===== src/rtl/diag_pkg.sv =====
package diag_pkg;

  typedef enum logic [1:0] {
    CODE_SGND = 2'b00,
    CODE_OPEN = 2'b01,
    CODE_PROT = 2'b10,
    CODE_OK   = 2'b11
  } diag_code_e;

  // indices of the filtered conditions inside a channel
  localparam int COND_SGND = 0;
  localparam int COND_OPEN = 1;
  localparam int COND_OVL  = 2;
  localparam int N_FILT    = 3;

  // priority: short to ground, then open load, then protection
  function automatic diag_code_e encode_code(input logic sg, input logic ol,
                                             input logic pr);
    if (sg)      return CODE_SGND;
    else if (ol) return CODE_OPEN;
    else if (pr) return CODE_PROT;
    else         return CODE_OK;
  endfunction

endpackage


===== src/rtl/fault_filter.sv =====
module fault_filter #(
  parameter int CNT_W = 16
) (
  input  logic             clk,
  input  logic             rst_n,
  input  logic             raw,
  input  logic             clr,
  input  logic [CNT_W-1:0] len,
  output logic             hit
);

  logic [CNT_W-1:0] cnt_q;

  // true when the current sample completes a run of len samples
  function automatic logic run_done(input logic [CNT_W-1:0] cnt,
                                    input logic [CNT_W-1:0] lim);
    logic [CNT_W:0] nxt;
    nxt = {1'b0, cnt} + {{CNT_W{1'b0}}, 1'b1};
    return nxt >= {1'b0, lim};
  endfunction

  assign hit = raw && run_done(cnt_q, len);

  always_ff @(posedge clk or negedge rst_n) begin
    if (!rst_n)               cnt_q <= '0;
    else if (clr || !raw)     cnt_q <= '0;
    else if (!hit)            cnt_q <= cnt_q + 1'b1;
  end

endmodule


===== src/rtl/sticky_flag.sv =====
module sticky_flag (
  input  logic clk,
  input  logic rst_n,
  input  logic set,
  input  logic clr,
  output logic flag
);

  always_ff @(posedge clk or negedge rst_n) begin
    if (!rst_n)   flag <= 1'b0;
    else if (clr) flag <= 1'b0;
    else if (set) flag <= 1'b1;
  end

endmodule


===== src/rtl/chan_diag.sv =====
module chan_diag
  import diag_pkg::*;
#(
  parameter int CNT_W = 16
) (
  input  logic             clk,
  input  logic             rst_n,
  input  logic [CNT_W-1:0] filt_len,
  input  logic             sgnd_raw,
  input  logic             open_raw,
  input  logic             ovl_raw,
  input  logic             otmp_raw,
  input  logic             clr,
  output diag_code_e       code,
  output logic             ok,
  output logic             flg_sg,
  output logic             flg_ol,
  output logic             flg_pr
);

  logic [N_FILT-1:0] raw_f;
  logic [N_FILT-1:0] hit_f;
  logic [N_FILT-1:0] flag_f;
  logic              flag_ot;

  always_comb begin
    raw_f            = '0;
    raw_f[COND_SGND] = sgnd_raw;
    raw_f[COND_OPEN] = open_raw;
    raw_f[COND_OVL]  = ovl_raw;
  end

  for (genvar k = 0; k < N_FILT; k++) begin : g_filt
    fault_filter #(.CNT_W(CNT_W)) u_filt (
      .clk  (clk),
      .rst_n(rst_n),
      .raw  (raw_f[k]),
      .clr  (clr),
      .len  (filt_len),
      .hit  (hit_f[k])
    );
    sticky_flag u_flag (
      .clk  (clk),
      .rst_n(rst_n),
      .set  (hit_f[k]),
      .clr  (clr),
      .flag (flag_f[k])
    );
  end

  // over-temperature skips the time filter
  sticky_flag u_otmp (
    .clk  (clk),
    .rst_n(rst_n),
    .set  (otmp_raw),
    .clr  (clr),
    .flag (flag_ot)
  );

  assign flg_sg = flag_f[COND_SGND];
  assign flg_ol = flag_f[COND_OPEN];
  assign flg_pr = flag_f[COND_OVL] | flag_ot;
  assign code   = encode_code(flg_sg, flg_ol, flg_pr);
  assign ok     = ~(|flag_f | flag_ot);

endmodule


===== src/rtl/diag_latch_top.sv =====
module diag_latch_top
  import diag_pkg::*;
#(
  parameter int N_CH  = 4,
  parameter int CNT_W = 16,
  localparam int WORD_W = 2 * N_CH
) (
  input  logic              clk,
  input  logic              rst_n,
  input  logic [CNT_W-1:0]  filt_len,
  input  logic [N_CH-1:0]   sgnd_raw,
  input  logic [N_CH-1:0]   open_raw,
  input  logic [N_CH-1:0]   ovl_raw,
  input  logic [N_CH-1:0]   otmp_raw,
  input  logic              clr_pulse,
  output logic [WORD_W-1:0] diag_word,
  output logic [N_CH-1:0]   chan_ok,
  output logic              fault_n
);

  // per-channel latched flags, named for the checker
  logic [N_CH-1:0] flag_sg;
  logic [N_CH-1:0] flag_ol;
  logic [N_CH-1:0] flag_pr;
  diag_code_e      code_ch [N_CH];

  for (genvar i = 0; i < N_CH; i++) begin : g_ch
    chan_diag #(.CNT_W(CNT_W)) u_ch (
      .clk     (clk),
      .rst_n   (rst_n),
      .filt_len(filt_len),
      .sgnd_raw(sgnd_raw[i]),
      .open_raw(open_raw[i]),
      .ovl_raw (ovl_raw[i]),
      .otmp_raw(otmp_raw[i]),
      .clr     (clr_pulse),
      .code    (code_ch[i]),
      .ok      (chan_ok[i]),
      .flg_sg  (flag_sg[i]),
      .flg_ol  (flag_ol[i]),
      .flg_pr  (flag_pr[i])
    );
    assign diag_word[2*i +: 2] = code_ch[i];
  end

  assign fault_n = &chan_ok;

endmodule


===== config.mk =====
export PLATFORM = sky130hd
export DESIGN_NAME = diag_latch_top
export DESIGN_NICKNAME = d
export VERILOG_FILES = /design/src/rtl/diag_pkg.sv /design/src/rtl/fault_filter.sv /design/src/rtl/sticky_flag.sv /design/src/rtl/chan_diag.sv /design/src/rtl/diag_latch_top.sv
export SDC_FILE = /design/constraint.sdc
export NUM_CORES = 1
export LEC_CHECK = 0
export BUFFER_PORTS_ARGS = -buffer_cell sky130_fd_sc_hd__clkbuf_2
export CORE_MARGIN = 2
export CORE_UTILIZATION = 50
export DETAILED_ROUTE_END_ITERATION = 8
export HOLD_SLACK_MARGIN = 0.12
export PLACE_DENSITY = 0.74
export SLEW_MARGIN = 20
export SYNTH_ARGS = -nofsm -noshare
export SYNTH_HDL_FRONTEND = slang
export SYNTH_SLANG_ARGS = --single-unit

===== constraint.sdc =====
create_clock -name clk -period 3.9 [get_ports clk]
set_clock_uncertainty 0.05 [all_clocks]
set_input_delay 0.195 -clock clk [delete_from_list [all_inputs] [get_ports clk]]
set_output_delay 0.195 -clock clk [all_outputs]
set_load 0.02 [all_outputs]

==> results.toml, run 1 <==
[cells_and_area]
regArea_mm2 = 0.00520
final_cell_mix = "dfrtp_1, ha_1, a21oi_1"
instances_no_fill = 2506
drive_above_1_share_pct = 11.1
multi_input_area_mm2 = 0.0114
syn2layout_area_growth_pct = 13.0
final_nets = 2277
utilization_pct = 57.3
final_area_mm2 = 0.0192
n_fill_cell = 2961
diodes = 0
final_common_cell = "dfrtp_1"

[power]
switching_share_pct = 26.3
vdd_drop_max_mv = 0.319
p_leak_nw = 8.55
pwr-share-seq_pct = 42.7
switchingPower_mw = 1.35
p_clk_share_pct = 48.3
combPwrFrac_pct = 9.0
p_int_mw = 3.78
power_density_mw_per_mm2 = 268
total_power_mw = 5.13

[critical_path]
worstSetupPathType = "register to register"
cp_num_buf_inv = 1
critPathMaxStageDelay_ns = 0.50
crit_path_max_fanout = 18
critPathCaptureType = "register"
critPathArrivalTime_ns = 4.10
cp_top_family = "simple AND/OR/NAND/NOR gates"
cpMaxStageDelayCell = "or4_1"
worst_setup_path_start_kind = "register"
required_ns = 4.30
path_cells = "ha_1 > and3_4 > and3_4 > nand3_1 > or2_1 > xnor2_1 > ha_1 > a21oi_1 > o21ai_0 > o311a_1 > buf_4 > or4_1 > a21oi_1"

[clocking]
root_buffer = "clkbuf_16"
path_clk_slew_ns = 0.06
htreeDepth = 1
clock_sinks = 208
clock_latency_ns = 0.55
clockBufferDepth = 3
numCtsBuffers = 27
cts_tree = "yes"

[synthesis]
synth_edf_count = 0
syn_area_mm2 = 0.0170
yosys_warnings = 0
synth_seq_cells = 208
synthCells = 1941
yosys-top-cells-area = "dfrtp_1, ha_1, xnor2_1"
syn_nets = 2180
synth_top_area_share_pct = 30.7
yosysUniqueCellTypes = 84
async_reset_ff_share_pct = 100
synth_flop_cell = "dfrtp_1"
yosysTopAreaCell = "dfrtp_1"
ys_seq_area_share_pct = 30.7
synth_area_per_cell_um2 = 8.74

[grt]
grt_pass1_wl_um = 77300
antenna_found_initial = 1
busiest_layer = "met2"
gr-usage-met1_pct = 35.6
grt_util_met2_pct = 44.1
grt.overflow.total = 0
grt_use_met3_pct = 4.27
grt_pass1_vias = 15100
grt_use_total_pct = 26.7
grt_max_degree = 103

[routing]
drt_iter0_drc = 1021
avgRoutedWirePerCell_um = 18.7
wirelength_um = 46900
vias = 15500
firstDrtPassIters = 6
drc_errors = 0
viasPerCell = 6.18
ant_nets = 0

[hold_path]
min_path_type = "input pin to register"

[outcome]
status = "finished clean"

[sta]
hold_viol_final = 0
hold_slack_ns = 0.151
fin_crit_ns = 3.71
finalSetupViolCount = 0
fin_ws_ns = 0.193
clock.fmax_ghz = 0.270
setup-tns-final_ns = 0
finalMaxSlewViolations = 0
worst_pin_slew_ns = 0.928
relSlewSlack_pct = 38.1
min_period_over_period_pct = 95.0

[floorplan]
coreArea_mm2 = 0.0334
chipWidth_um = 188
initial_utilization_pct = 50.7
dieArea_mm2 = 0.0354
pin_count = 48
rows = 67
die_h_um = 188

[placement]
place_ws_ns = 0.197
finalWeightedCongestion = 0.892
dp_cells = 2437
dpl.hpwl_um = 32800
placed_area_mm2 = 0.0180
place.port_buffers = 47

[run]
cap_violations = 0
-- sequential cells by signal (all words and copies together), names as in the netlist --
signal	cells
g_ch.u_ch.g_filt.u_filt.cnt_q	192
g_ch.u_ch.g_filt.u_flag.flag	12
g_ch.u_ch.u_otmp.flag	4
-- worst reg2reg max path: cells and delay by family (launching register included) --
kind / cells / cell delay [ns]
simple gates: 5 / 1.41
compound gates: 4 / 0.83
fa+ha+maj: 2 / 0.53
flops: 1 / 0.43
buf+inv: 1 / 0.20
xor+xnor: 1 / 0.14
-- power by group through the flow --
| stage | Combinational [mW] | Sequential [mW] | Clock, mW |
|---|---|---|---|
| after detailed placement | 0.449 | 2.23 | 0 |
| after global placement | 0.432 | 2.23 | 0 |
| after floorplan | 0.228 | 2.23 | 0 |
| after global routing | 0.519 | 2.19 | 2.62 |
| final | 0.465 | 2.19 | 2.48 |
| after CTS | 0.465 | 2.19 | 2.52 |
-- cells by family (layout without fill, tap and decap cells) --
group,after synthesis,after routing,share of synthesized area (%)
and+or+nand+nor,755,755,24.3
AOI/OAI and AO/OA,469,469,17.1
DFF,208,208,30.7
adders and majority gates,204,204,15.0
xor gates and xnor gates,191,191,9.86
buffers and inverters,110,227,2.81
muxes,4,4,0.236
-- routing by layer --
layer,share of wire [%],routed length [µm]
met1,43,20300
met5,0,0
met4,3.5,1640
met3,6.7,3140
met2,46,21800
-- final timing paths --
check	end	from	cells after the start	slack, ns
min in group asynchronous	g_ch[3].u_ch.g_filt[2].u_filt.cnt_q[14]	rst_n	2	0.27
worst max register to register	g_ch[0].u_ch.g_filt[1].u_filt.cnt_q[15]	g_ch[0].u_ch.g_filt[1].u_filt.cnt_q[0]	13	0.19
worst min register to register	g_ch[3].u_ch.u_otmp.flag	g_ch[3].u_ch.u_otmp.flag	2	0.47
worst max-delay path	g_ch[0].u_ch.g_filt[1].u_filt.cnt_q[15]	g_ch[0].u_ch.g_filt[1].u_filt.cnt_q[0]	13	0.19
max in group asynchronous	g_ch[2].u_ch.g_filt[0].u_filt.cnt_q[9]	rst_n	3	2.47
worst min-delay path	g_ch[2].u_ch.g_filt[2].u_flag.flag	clr_pulse	3	0.15
-- synthesized netlist by cell type (57+ instances only) --
cell and number:
a21oi_1 192, nor2_1 117, xor2_1 68, xnor2_1 123
o21ai_0 96, ha_1 204, nand2_1 145, or4_1 65
o31ai_1 57, dfrtp_1 208, nand4_1 79, nand3_1 113
or3_1 71
-- timing repair --
| action | in CTS | in global routing |
|---|---|---|
| endpoints found under the setup margin | 0 | 64 |
| hold endpoints to repair | 146 | 0 |
| hold buffers | 17 | 0 |
| buffers inserted | 0 | 3 |
| gates resized for setup | 0 | 16 |
-- final cells by class --
cell class	instances	area share, %
clock inverter	11	0.444
sequential	208	27.2
tap	448	2.92
timing repair buffer	136	5.18
multi-input combinational	1623	59.4
inverter	42	0.822
clock buffer	38	4.11
(Power assumes the default switching activity.)
==> run 2, diff against run 1 <==
--- a/config.mk
+++ b/config.mk
@@ -11,5 +11,6 @@
 export DETAILED_ROUTE_END_ITERATION = 8
 export HOLD_SLACK_MARGIN = 0.12
-export PLACE_DENSITY = 0.74
+export PLACE_DENSITY = 0.77
+export REMOVE_ABC_BUFFERS = 1
 export SLEW_MARGIN = 20
 export SYNTH_ARGS = -nofsm -noshare
==> constraint.sdc (replaced) <==
create_clock -name clk -period 3.4 [get_ports clk]
set_clock_uncertainty 0.05 [all_clocks]
set_input_delay 0.17 -clock clk [delete_from_list [all_inputs] [get_ports clk]]
set_output_delay 0.17 -clock clk [all_outputs]
set_load 0.01 [all_outputs]
==> results.toml, run 2 (same netlist as run 1, synthesis figures left out) <==
[clocking]
clock_latency_ns = 0.56
numCtsBuffers = 26
htreeDepth = 1
clock_sinks = 208
cts_tree = "yes"
root_buffer = "clkbuf_16"
path_clk_slew_ns = 0.06
clockBufferDepth = 3

[routing]
firstDrtPassIters = 5
drc_errors = 0
avgRoutedWirePerCell_um = 19.6
wirelength_um = 51500
ant_nets = 0
vias = 16600
drt_iter0_drc = 1382
viasPerCell = 6.32

[critical_path]
cp-startpoint = "g_ch[0].u_ch.g_filt[1].u_filt.cnt_q[1]"
critPathCaptureType = "register"
worstSetupPathType = "register to register"
worst_setup_path_start_kind = "register"
r2r_start = "g_ch[0].u_ch.g_filt[1].u_filt.cnt_q[1]"
crit_path_max_fanout = 8
required_ns = 3.81
critPathArrivalTime_ns = 3.83

[sta]
finalSetupViolCount = 1
relSlewSlack_pct = 40.5
min_period_over_period_pct = 101
finalMaxSlewViolations = 0
fin_ws_ns = -0.0244
hold_viol_final = 0
rsz0062_at_grt = "true"
fin_crit_ns = 3.42
setup-tns-final_ns = -0.0244
worst_pin_slew_ns = 0.892
clock.fmax_ghz = 0.292

[grt]
antenna_found_initial = 1
grt_max_degree = 80
grt_pass1_wl_um = 79200
grt_use_total_pct = 27.0
grt.overflow.total = 0
grt_pass1_vias = 15600

[hold_path]
min_path_type = "input pin to register"
hold_path.startpoint = "clr_pulse"

[cells_and_area]
largest_reg_flops = 192
utilization_pct = 62.8
drive_above_1_share_pct = 22.9
regMostFlops = "g_ch.u_ch.g_filt.u_filt.cnt_q"
final_cell_mix = "ha_1, dfrtp_1, buf_4"
final_common_cell = "ha_1"
reg.largest.list = "g_ch.u_ch.g_filt.u_filt.cnt_q: 192 flops, g_ch.u_ch.g_filt.u_flag.flag: 12 flops, g_ch.u_ch.u_otmp.flag: 4 flops"
final_nets = 2404
instances_no_fill = 2628
syn2layout_area_growth_pct = 23.7

[floorplan]
die_h_um = 188
initial_utilization_pct = 50.7
pin_count = 48
rows = 67
coreArea_mm2 = 0.0334
dieArea_mm2 = 0.0354
chipWidth_um = 188

[power]
total_power_mw = 5.87
vdd_drop_max_mv = 0.425
power_density_mw_per_mm2 = 279
p_leak_nw = 9.31

[placement]
place_ws_ns = -0.0761
dpl.hpwl_um = 33500
finalWeightedCongestion = 0.910
dp_cells = 2514
place.port_buffers = 47

[outcome]
violations = "negative setup slack"
status = "complete, but fails checks"

[run]
cap_violations = 0
==> run 2: cell types whose count changed in the layout (fill, tap and decap cells not counted), moves of 14 or more <==
| cell | change |
|---|---|
| a21oi_1 | -21 |
| dfrtp_2 | +21 |
| a21oi_2 | +21 |
| buf_4 | +109 |
| or4_4 | +14 |
| or4_1 | -14 |
| nand3_2 | +18 |
| dfrtp_1 | -21 |
| nand3_1 | -21 |
==> run 2: critical path, cell delays in order, from the launching register on <==
cell       delay, ns
dfrtp_1         0.38
ha_2            0.19
and3_4          0.20
and3_4          0.23
nand3_2         0.09
buf_4           0.16
xnor2_1         0.20
ha_1            0.30
a21oi_1         0.15
o21ai_0         0.18
o311a_4         0.38
clkbuf_16       0.17
or4_1           0.48
a21oi_1         0.17
==> run 2: cell type report <==
cell class	instances	area (µm²)
Antenna cell	1	2.50
Inverter	42	158
Multi-Input combinational cell	1623	12200
Tap cell	448	561
Timing Repair Buffer	264	2060
Fill cell	2660	12500
Clock buffer	37	743
Clock inverter	5	78.8
Sequential cell	208	5230
==> run 2: metrics by stage <==
stage / hold WS [ns] / cell area (µm²)
after global routing: 0.165 / 21000
final: 0.145 / 21000
after detailed placement: 0.0787 / 18600
after CTS: 0.125 / 19700
after floorplan: -0.176 / 16600
after global placement: 0.0716 / 18600
==> run 2: routing by layer <==
layer | vias up | GRT usage (%) | part of all wire, %
li1 | 7731 | - | -
met1 | 8071 | 36.3 | 42
met2 | 652 | 44.8 | 47
met3 | 153 | 4.17 | 7.6
met4 | 0 | 8.09 | 3.9
met5 | - | 0 | 0
==> run 2: repair_timing <==
item,4_1_cts,5_1_grt
setup buffers,1,43
hold buffers,19,0
pin swaps,3,97
gates resized for setup,5,214
hold endpoints to repair,255,0
setup endpoints to repair,31,182
gates cloned,0,8
==> run 2: worst paths after layout <==
path	end	cells past startpoint	slack, ns
worst max register to register	g_ch[0].u_ch.g_filt[1].u_filt.cnt_q[15]	13	-0.02
min in group asynchronous	g_ch[1].u_ch.g_filt[0].u_filt.cnt_q[2]	3	0.52
worst max-delay path	g_ch[0].u_ch.g_filt[1].u_filt.cnt_q[15]	13	-0.02
max in group asynchronous	g_ch[0].u_ch.g_filt[2].u_filt.cnt_q[2]	4	2.01
worst min register to register	g_ch[0].u_ch.u_otmp.flag	2	0.47
worst min-delay path	g_ch[2].u_ch.u_otmp.flag	3	0.14
==> run 2: where the power goes <==
group / internal [mW] / leakage (nW) / switching [mW] / total, mW
Combinational: 0.198 / 6.05 / 0.383 / 0.581
Clock: 1.65 / 0.403 / 1.12 / 2.77
Sequential: 2.49 / 2.85 / 0.0178 / 2.51
